[src/rtl/frame_tx_link.sv]
module frame_tx_link #(
  parameter bit IS_HOST = 1'b1,
  parameter int DW = 32
) (
  input  logic          clk,
  input  logic          rst_n,
  input  logic          frame_req,
  input  logic [3:0]    rx_prim,
  input  logic          fifo_empty,
  input  logic [DW-1:0] fifo_data,
  input  logic          fifo_last,
  input  logic [DW-1:0] crc_dw,
  output logic          fifo_pop,
  output logic [3:0]    tx_code,
  output logic [DW-1:0] tx_data,
  output logic          frame_ok,
  output logic          frame_err,
  output logic          rx_mode
);
  localparam logic [3:0] C_DATA = 4'd0, C_SYNC = 4'd1, C_XRDY = 4'd2, C_RRDY = 4'd3,
                         C_SOF = 4'd4, C_EOF = 4'd5, C_HOLD = 4'd6, C_WTRM = 4'd8,
                         C_ROK = 4'd10, C_RERR = 4'd11, C_CONT = 4'd12;

  typedef enum logic [2:0] {S_IDLE, S_ANN, S_PAY, S_CRC, S_END, S_WAIT, S_RCV} st_t;
  st_t st;

  logic [3:0] held, eff;
  wire real_prim = (rx_prim != C_DATA) && (rx_prim != C_CONT);
  assign eff      = real_prim ? rx_prim : held;
  assign fifo_pop = (st == S_PAY) && !fifo_empty;
  assign rx_mode  = (st == S_RCV);

  always_ff @(posedge clk or negedge rst_n) begin
    if (!rst_n) begin
      st        <= S_IDLE;
      held      <= C_SYNC;
      tx_code   <= C_SYNC;
      tx_data   <= '0;
      frame_ok  <= 1'b0;
      frame_err <= 1'b0;
    end else begin
      held      <= eff;
      frame_ok  <= 1'b0;
      frame_err <= 1'b0;
      tx_data   <= '0;
      unique case (st)
        S_IDLE: begin
          tx_code <= frame_req ? C_XRDY : C_SYNC;
          if (frame_req) st <= S_ANN;
        end
        S_ANN: begin
          if (eff == C_RRDY) begin
            tx_code <= C_SOF;
            st      <= S_PAY;
          end else if (IS_HOST && eff == C_XRDY) begin
            tx_code <= C_RRDY;
            st      <= S_RCV;
          end else begin
            tx_code <= C_XRDY;
          end
        end
        S_PAY: begin
          if (fifo_empty) begin
            tx_code <= C_HOLD;
          end else begin
            tx_code <= C_DATA;
            tx_data <= fifo_data;
            if (fifo_last) st <= S_CRC;
          end
        end
        S_CRC: begin
          tx_code <= C_DATA;
          tx_data <= crc_dw;
          st      <= S_END;
        end
        S_END: begin
          tx_code <= C_EOF;
          st      <= S_WAIT;
        end
        S_WAIT: begin
          if (eff == C_ROK || eff == C_RERR) begin
            tx_code   <= C_SYNC;
            frame_ok  <= (eff == C_ROK);
            frame_err <= (eff == C_RERR);
            st        <= S_IDLE;
          end else begin
            tx_code <= C_WTRM;
          end
        end
        S_RCV: begin
          if (eff == C_SYNC) begin
            tx_code <= C_SYNC;
            st      <= S_IDLE;
          end else begin
            tx_code <= C_RRDY;
          end
        end
        default: st <= S_IDLE;
      endcase
    end
  end

  p_pop_needs_word_r4: assert property (@(posedge clk) disable iff (!rst_n)
    fifo_pop |-> !fifo_empty);
  p_hold_only_in_payload_r11: assert property (@(posedge clk) disable iff (!rst_n)
    (tx_code == C_HOLD) |-> (st == S_PAY));
  p_sof_after_grant_r3: assert property (@(posedge clk) disable iff (!rst_n)
    (tx_code == C_SOF) |-> ($past(tx_code) == C_XRDY && $past(eff) == C_RRDY));
  p_wtrm_after_eof_r5: assert property (@(posedge clk) disable iff (!rst_n)
    ($past(tx_code) == C_EOF) |-> (tx_code == C_WTRM || tx_code == C_SYNC));
  p_ok_one_cycle_r6: assert property (@(posedge clk) disable iff (!rst_n)
    frame_ok |=> !frame_ok);
  p_verdict_exclusive_r7: assert property (@(posedge clk) disable iff (!rst_n)
    !(frame_ok && frame_err));
  p_yield_sends_rrdy_r9: assert property (@(posedge clk) disable iff (!rst_n)
    rx_mode |-> (tx_code == C_RRDY));
  p_device_keeps_role_r10: assert property (@(posedge clk) disable iff (!rst_n)
    (IS_HOST || !rx_mode));
endmodule

[config.mk]
export PLATFORM = sky130hd
export DESIGN_NAME = frame_tx_link
export DESIGN_NICKNAME = d
export VERILOG_FILES = /design/src/rtl/frame_tx_link.sv
export SDC_FILE = /design/constraint.sdc
export NUM_CORES = 1
export LEC_CHECK = 0
export ABC_AREA = 1
export BUFFER_PORTS_ARGS = -buffer_cell sky130_fd_sc_hd__buf_2
export CAP_MARGIN = 20
export CORE_MARGIN = 2
export CORE_UTILIZATION = 48
export CTS_CLUSTER_DIAMETER = 50
export DETAILED_ROUTE_END_ITERATION = 7
export HOLD_SLACK_MARGIN = 0.03
export PLACE_DENSITY = 0.85
export SYNTH_ARGS = -nofsm -noshare
export SYNTH_HDL_FRONTEND = slang
export SYNTH_SLANG_ARGS = --single-unit
[constraint.sdc]
create_clock -name clk -period 2.8 [get_ports clk]
set_input_delay 0.28 -clock clk [delete_from_list [all_inputs] [get_ports clk]]
set_output_delay 0.28 -clock clk [all_outputs]
set_load 0.01 [all_outputs]
==> flow_summary.json, run 1 <==
{
  "drt-pass1-iter-count": 4,
  "start_util": 0.507,
  "via_per_inst": 5.07,
  "yosysSeqAreaShare": 0.545,
  "combinationalPowerShare": 0.403,
  "r2r-start": "st[0]",
  "drive_gt1_frac": 0.414,
  "dp_hpwl_mm": 3.66,
  "synth-edff-count": 0,
  "overflow": 0,
  "grtUsageTotal": 0.211,
  "route.final.wire_length_mm": 4.85,
  "syn-num-nets": 303,
  "holdWs_ps": 217,
  "gp_congestion": 0.887,
  "cts.path.max_buffers": 2,
  "syn_inst": 230,
  "fin_nets": 417,
  "clk_latency_ps": 300,
  "power_density_nw_per_um2": 776,
  "end_kind": "output port",
  "cts_resized": 0,
  "antenna_cells": 0,
  "hp-class": "in -> reg",
  "fin_crit_sh": 0.741,
  "cellLeakagePower_nw": 1.57,
  "crit_arrival_ps": 1800,
  "synth_ff_type": "dfrtp_1",
  "hold_end": "tx_data[31]",
  "holdBufCountCts": 0,
  "synth-seq-cells": 45,
  "die_w_um": 69.7,
  "swShare": 0.383,
  "synthTopCellsByCount": "nor2_1, dfrtp_1, nand2_1",
  "max_freq_mhz": 482,
  "drcViolationCount": 0,
  "tightest_slew_ps": 559,
  "cts_setup_buffers": 0,
  "synth_cell_type_count": 24,
  "setup.worst_path.start_class": "flop",
  "worstHoldStart": "fifo_data[31]",
  "synth-async-reset-ratio": 1.00,
  "internal-power_mw": 1.33,
  "slew_headroom": 0.628,
  "drtAntennaViolNets": 0,
  "final.setup_skew_ps": 11.0,
  "cp.required_ps": 2520,
  "io_pins": 113,
  "seqPwrFrac": 0.405,
  "cts_htree_levels": 2,
  "num_vias": 2001,
  "fin_cells": 395,
  "wl_per_cell_um": 12.3,
  "drt_iter0_markers": 91,
  "cts_buffers": 5,
  "yosysMostFrequentCell": "nor2_1",
  "netlist_top_cells_area": "dfrtp_1, a22oi_1, nor2_1, nand2_1, inv_1",
  "dp.cells": 385,
  "r2r_cells": 7,
  "irDropWorstVdd_mv": 0.565,
  "period_needed_ps": 2080,
  "die_h_um": 69.7,
  "fin_setup_tns_ps": 0,
  "grt_max_degree": 46,
  "cts_sinks": 45,
  "rsz0062_at_grt": "no",
  "row_count": 23,
  "synth.top_cell.area_share": 0.520,
  "clkTransAtPathRegs_ps": 90,
  "clockRootBuffer": "clkbuf_8",
  "core_region_area_sq_um": 4090,
  "cts_tree": "built",
  "die_area_sq_um": 4860,
  "syn_avg_cell_area_sq_um": 9.00,
  "outcome": "completed",
  "crit_type": "reg -> out",
  "max_cap_viol_count": 0,
  "fillers": 341,
  "power_frac_clock": 0.192,
  "antenna_found_initial": 0,
  "grt_pass1_wl_mm": 8.10,
  "worstPathMaxFanout": 21,
  "syn_area_sq_um": 2070,
  "regToRegSetupSlack_ps": 980,
  "synth_warnings": 0,
  "area_growth_pct": 34.1,
  "io_buffers": 112,
  "grt_pass1_vias": 1837,
  "rr_endpoint": "st[1]",
  "hold_depth": 3,
  "finalSetupViolCount": 0,
  "synth.largest_area_cell": "dfrtp_1",
  "hold_viol": 0,
  "finalMaxSlewViolations": 0,
  "switchingPower_uw": 826
}
registers in the layout (all words and copies together), names as in the netlist:
register   cells
st             3
frame_err      1
tx_code        4
tx_data       32
held           4
frame_ok       1
layer usage:
layer,track usage,wire length (um),up-vias
met2,0.340,2320,89
met3,0.0741,436,11
met1,0.256,1970,906
li1,-,-,995
met5,0,0,-
met4,0.0919,126,0
logic make-up (layout without fill, tap and decap cells):
| kind of cell | Yosys count | in the layout | share of synthesized area |
|---|---|---|---|
| simple gates | 109 | 109 | 0.234 |
| compound gates | 45 | 45 | 0.152 |
| flops | 45 | 45 | 0.545 |
| buf+inv | 31 | 146 | 0.0695 |
final cells by class:
| cell class | instances | area [sq um] | area share |
|---|---|---|---|
| clock buffers | 6 | 82.6 | 0.0297 |
| clock inverters | 2 | 13.8 | 0.00495 |
| inverters | 21 | 78.8 | 0.0284 |
| multi-input cells | 154 | 798 | 0.287 |
| flip-flops and latches | 45 | 1130 | 0.406 |
| well taps | 50 | 62.6 | 0.0225 |
| repair buffers | 117 | 613 | 0.221 |
how the worst max path moves through the flow:
| stage | startpoint | to | slack (ps) | cells after the start |
|---|---|---|---|---|
| 2_1_floorplan | st[2] | fifo_pop | 1430 | 6 |
| 3_3_place_gp | st[0] | st[2] | 1030 | 7 |
| 3_5_place_dp | st[0] | tx_data[13] | 970 | 6 |
| 4_1_cts | st[0] | fifo_pop | 690 | 4 |
| 5_1_grt | st[0] | fifo_pop | 600 | 4 |
| 6_report | st[0] | fifo_pop | 720 | 4 |
critical path: stages (launching register included):
cell and delay (ps):
dfrtp_1 590, nor2_2 240, inv_2 70, nor2_4 380, buf_2 220
power groups by stage:
stage / clock network [mW] / registers (mW) / logic, mW
detailed placement: 0 / 0.887 / 0.871
global route: 0.458 / 0.891 / 0.991
global placement: 0 / 0.882 / 0.848
CTS: 0.429 / 0.874 / 0.872
floorplan: 0 / 0.906 / 0.582
finish: 0.414 / 0.872 / 0.869
metrics by stage:
stage	setup slack (ps)	total power, mW	utilization	instance area, sq um
2_1_floorplan	1430	1.49	-	2070
5_1_grt	605	2.34	0.680	2780
4_1_cts	690	2.17	0.672	2750
3_5_place_dp	967	1.76	0.649	2650
6_report	724	2.15	0.680	2780
3_3_place_gp	1030	1.73	0.649	2650
layout by cell type, fill, tap and decap left out:
cell type      instances
clkbuf_8               6
buf_12                 1
nor2_1                45
buf_2                112
nor2_4                 1
a22oi_1               32
nor2_2                 2
dlygate4sd3_1          1
nand2_2                6
dfstp_2                2
o21ai_0                7
o21ai_2                1
dfrtp_1               43
clkinv_2               1
a21oi_1                3
inv_1                 17
inv_2                  4
nand2_1               35
nand3_1               10
nor3_1                 3
clkinv_4               1
o21bai_1               2
buf_4                  3
nand4_1                4
nand3_2                1
nor3_4                 1
or2_2                  1
Note: power is estimated with default switching activity, not from simulation.
==> inputs of run 2 (changes only) <==
CORE_UTILIZATION = 44   (was 48)
PLACE_DENSITY = 0.79   (was 0.85)
clock period = 2.1 ns   (was 2.8 ns; I/O delays follow)
==> run 2 against run 1 <==
Against the previous run:
- sequential power is 30% higher
- critical path type unchanged
- final area is 0.27% lower
- clock skew is 4.5 ps lower
- worst hold slack got worse by 190 ps
- critical path depth grew 2
- clock-buffer cell count down 1
==> flow_summary.json, run 2 (synthesis gave the netlist of run 1 again) <==
{
  "worstPathMaxFanout": 7,
  "cellLeakagePower_nw": 1.57,
  "layout_common_cells": "buf_2, nor2_1, dfrtp_1",
  "drcViolationCount": 0,
  "finalMaxSlewViolations": 0,
  "cts.path.max_buffers": 2,
  "num_vias": 2005,
  "cts_htree_levels": 2,
  "setup.worst_path.start_class": "flop",
  "clkTransAtPathRegs_ps": 80,
  "power_density_nw_per_um2": 1020,
  "drt-pass1-iter-count": 4,
  "cts_sinks": 45,
  "io_pins": 113,
  "io_buffers": 112,
  "final_common_cell": "buf_2",
  "cts_buffers": 5,
  "fin_nets": 419,
  "grt_max_degree": 40,
  "final.setup_skew_ps": 6.51,
  "grt_pass1_vias": 1846,
  "antenna_cells": 0,
  "wl_per_cell_um": 12.5,
  "drt_iter0_markers": 121,
  "crit_top_cell": "inv_2",
  "fin_setup_tns_ps": 0,
  "r2r_cells": 9,
  "largest_reg_flops": 32,
  "crit_chain": "inv_2, nand2_2, nor2_2, inv_2, nor2_4, buf_2",
  "outcome": "completed",
  "hold_viol": 0,
  "core_region_area_sq_um": 4440,
  "critPathMaxStageDelay_ps": 470,
  "cts_resized": 0,
  "place_ws_ps": 419,
  "grt_pass1_wl_mm": 8.07,
  "gp_congestion": 0.904,
  "finalSetupViolCount": 0,
  "drive_gt1_frac": 0.417,
  "die_area_sq_um": 5270,
  "irDropWorstVdd_mv": 0.569,
  "dp_hpwl_mm": 3.78,
  "max_cap_viol_count": 0,
  "drtAntennaViolNets": 0,
  "clk_latency_ps": 290,
  "die_w_um": 72.6,
  "area_growth_pct": 33.8,
  "biggestRegsByFlops": "tx_data (32), held (4), tx_code (4)",
  "route.final.wire_length_mm": 4.94,
  "crit_type": "reg -> out",
  "layout_setup_ws_ps": 420,
  "crit_arrival_ps": 1470,
  "regMostFlops": "tx_data",
  "row_count": 24,
  "rsz0062_at_grt": "no",
  "fin_crit_sh": 0.800,
  "tightest_slew_ps": 842,
  "start_util": 0.466,
  "crit_slowest_cell": "dfrtp_1",
  "fillers": 388,
  "die_h_um": 72.6,
  "grtUsageTotal": 0.198,
  "cp.required_ps": 1890,
  "antenna_found_initial": 0,
  "hp-class": "in -> async",
  "rr_endpoint": "tx_data[28]",
  "period_needed_ps": 1680,
  "clockRootBuffer": "clkbuf_8",
  "regToRegSetupSlack_ps": 490,
  "cp-startpoint": "st[2]",
  "via_per_inst": 5.05,
  "overflow": 0,
  "max_freq_mhz": 595,
  "slew_headroom": 0.439,
  "cts_tree": "built",
  "end_kind": "output port",
  "r2r-start": "st[2]"
}
run 2: changes by cell type in the layout (fill, tap and decap cells not counted), sizes merged:
cell,delta
buf,+3
clkinv,-1
clkbuf,-1
dlygate4sd3,-1
run 2: how the worst max path moves through the flow:
stage / endpoint / slack [ps] / depth (start not counted)
5_1_grt: fifo_pop / 290 / 6
6_report: fifo_pop / 420 / 6
4_1_cts: fifo_pop / 140 / 6
3_3_place_gp: tx_data[25] / 510 / 8
3_5_place_dp: tx_data[28] / 420 / 8
2_1_floorplan: st[1] / 800 / 8
run 2: per-layer routing:
metal / routed length [um] / vias up / GRT usage
li1: - / 1003 / -
met1: 1990 / 910 / 0.242
met2: 2440 / 88 / 0.331
met3: 455 / 4 / 0.0691
met4: 63 / 0 / 0.0576
met5: 0 / - / 0
run 2: repair_timing:
action,in CTS,in global routing
endpoints found under the setup margin,0,1
hold buffers,0,0
buffers inserted,0,3
run 2: where the power goes:
group          switching [mW]  internal [mW]  leakage, nW
sequential             0.0883           1.04        0.601
clock                   0.261          0.219       0.0399
combinational           0.743          0.481        0.930
total                    1.09           1.74         1.57
run 2: worst max-delay path, delay by kind of cell, from the launching register on:
family | cells | cell delay (ps)
buffers and inverters | 3 | 330
DFF | 1 | 470
and+or+nand+nor | 3 | 380
run 2: layout make-up:
class | instances | area (sq um) | area share
Sequential cell | 45 | 1130 | 0.407
Multi-Input combinational cell | 154 | 798 | 0.288
Timing Repair Buffer | 119 | 626 | 0.226
Inverter | 21 | 78.8 | 0.0285
Clock buffer | 5 | 68.8 | 0.0248
Tap cell | 52 | 65.1 | 0.0235
Clock inverter | 1 | 5.00 | 0.00181
run 2: through the flow:
step / util / std cells / hold slack, ps / instance area (sq um) / power (mW)
floorplan: - / 230 / -85.6 / 2070 / 1.98
global placement: 0.602 / 388 / 357 / 2670 / 2.35
CTS: 0.618 / 394 / 40.3 / 2750 / 2.85
finish: 0.623 / 397 / 22.4 / 2770 / 2.83
detailed placement: 0.602 / 388 / 358 / 2670 / 2.36
global route: 0.623 / 397 / 90.3 / 2770 / 3.07
==> inputs of run 3 (changes only) <==
CORE_UTILIZATION = 40   (was 44)
PLACE_DENSITY = 0.76   (was 0.79)
clock period = 1.4 ns   (was 2.1 ns; I/O delays follow)
==> run 3 against run 2 <==
Against the previous run:
- the flow now finishes with violations (setup timing)
- largest cell class unchanged
- register-to-register slack worse by 580 ps
- flip-flop and latch count unchanged
- global-route usage up 0.19 points
- via count up 7.5%
- core utilization up 4.8 points
- worst setup slack worse by 510 ps
- die area up 9.4%
- critical endpoint is now st[2]
- clock power up 100%
- non-clock buffer count up 32
- clock skew up 1.3 ps
==> flow_summary.json, run 3 (synthesis gave the netlist of run 1 again) <==
{
  "fin_crit_sh": 1.06,
  "hp-class": "in -> reg",
  "largest_reg_flops": 32,
  "setup.worst_path.start_class": "flop",
  "cp-startpoint": "st[2]",
  "hold_viol": 0,
  "hold_depth": 3,
  "irDropWorstVdd_mv": 0.911,
  "cp.required_ps": 1630,
  "overflow": 0,
  "finalSetupViolCount": 7,
  "io_pins": 113,
  "drtAntennaViolNets": 0,
  "final.setup_skew_ps": 7.81,
  "crit_arrival_ps": 1720,
  "max_freq_mhz": 672,
  "area_growth_pct": 63.4,
  "rsz0062_at_grt": "yes",
  "max_cap_viol_count": 0,
  "fin_cells": 449,
  "rr_endpoint": "st[2]",
  "num_vias": 2155,
  "antenna_found_initial": 0,
  "power_density_nw_per_um2": 1650,
  "total_power_mw": 5.59,
  "worstPathMaxFanout": 11,
  "cts_htree_levels": 2,
  "final_common_cell": "buf_2",
  "drt_iter0_markers": 101,
  "clkTransAtPathRegs_ps": 90,
  "dp_hpwl_mm": 4.06,
  "cts_buffers": 5,
  "dp.cells": 422,
  "die_area_sq_um": 5770,
  "period_needed_ps": 1490,
  "place_ws_ps": -42.6,
  "cp.depth": 9,
  "io_buffers": 112,
  "end_kind": "flop",
  "route.final.wire_length_mm": 6.23,
  "crit_buf_inv": 4,
  "layout_setup_ws_ps": -88.4,
  "r2r-start": "st[2]",
  "critPathMaxStageDelay_ps": 420,
  "crit_slowest_cell": "dfrtp_2",
  "finalMaxSlewViolations": 0,
  "endpoint": "st[2]",
  "grtUsageTotal": 0.200,
  "slew_headroom": 0.726,
  "core_region_area_sq_um": 5040,
  "cp_top_family": "buffers and inverters",
  "outcome": "finished, violations left",
  "regToRegSetupSlack_ps": -90,
  "tightest_slew_ps": 411,
  "antenna_cells": 0,
  "regMostFlops": "tx_data",
  "grt_pass1_wl_mm": 9.22,
  "grt_max_degree": 32,
  "die_w_um": 76.0,
  "wl_per_cell_um": 13.9,
  "drt-pass1-iter-count": 4,
  "die_h_um": 76.0,
  "violations": "setup timing",
  "cts_sinks": 45,
  "holdWs_ps": 83.7,
  "cellLeakagePower_nw": 1.80,
  "biggestRegsByFlops": "tx_data (32), held (4), tx_code (4)",
  "drive_gt1_frac": 0.559,
  "row_count": 26,
  "r2r_cells": 9,
  "cts.path.max_buffers": 2,
  "start_util": 0.411,
  "via_per_inst": 4.80,
  "clockRootBuffer": "clkbuf_8",
  "postLayoutCoreUtil": 0.671,
  "gp_congestion": 0.784,
  "crit_chain": "inv_2, nand2_4, buf_4, buf_4, o21ai_0, inv_1, nand2_1, nand3_1, nand2_1",
  "clk_latency_ps": 300,
  "drcViolationCount": 0,
  "cts_tree": "built",
  "grt_pass1_vias": 2036,
  "crit_type": "reg -> reg",
  "fin_nets": 451,
  "layout_common_cells": "buf_2, nor2_1, dfrtp_1"
}
run 3: cell types whose count changed in the layout (fill, tap and decap cells not counted), moves of 4 or more:
cell,delta
a22oi_1,-19
a22oi_2,+19
buf_4,+21
buf_6,+6
nand2_1,-4
nand2_4,+4
nor2_1,-4
run 3: timing repair:
action,4_1_cts,5_1_grt
setup buffers,12,6
gates cloned,1,2
setup endpoints to repair,15,42
hold buffers,1,0
pin swaps,6,31
resized for setup,15,42
endpoints found under the hold margin,16,0
run 3: layout make-up:
type	count	area [sq um]
multi-input combinational	154	986
clock inverter	2	38.8
timing repair buffer	151	983
inverter	21	83.8
clock buffer	6	72.6
tap	70	87.6
sequential	45	1130
fill	408	1660
run 3: layer usage:
metal | wire length, um | GRT usage | vias to the layer above
met3 | 477 | 0.0738 | 7
met5 | 0 | 0 | -
li1 | - | - | 1065
met4 | 63 | 0.0545 | 0
met1 | 2430 | 0.225 | 1002
met2 | 3260 | 0.356 | 81
run 3: worst min path at each step:
| stage | end | slack (ps) | from |
|---|---|---|---|
| 3_5_place_dp | tx_data[12] | 90 | rst_n |
| 5_1_grt | tx_data[3] | 100 | fifo_data[3] |
| 6_report | tx_data[17] | 80 | fifo_data[17] |
| 4_1_cts | tx_data[0] | 80 | fifo_data[0] |
| 2_1_floorplan | frame_err | -160 | rst_n |
| 3_3_place_gp | tx_data[12] | 80 | rst_n |
run 3: power breakdown:
group	switching, mW	internal (mW)	total [mW]
registers	0.113	1.57	1.68
logic	1.58	1.36	2.94
clock network	0.430	0.536	0.966
run 3: worst register-to-register path, stage by stage, from the launching register on:
cell and delay, ps:
dfrtp_2 420, inv_2 80, nand2_4 60, buf_4 140, buf_4 170, o21ai_0 230, inv_1 90, nand2_1 80
nand3_1 80, nand2_1 80
run 3: metrics by stage:
step                setup TNS, ps  instance area (sq um)
floorplan                       0                   2070
global placement            -9.83                   2830
detailed placement          -81.5                   2830
CTS                          -947                   3120
global route                -2120                   3380
finish                       -257                   3380
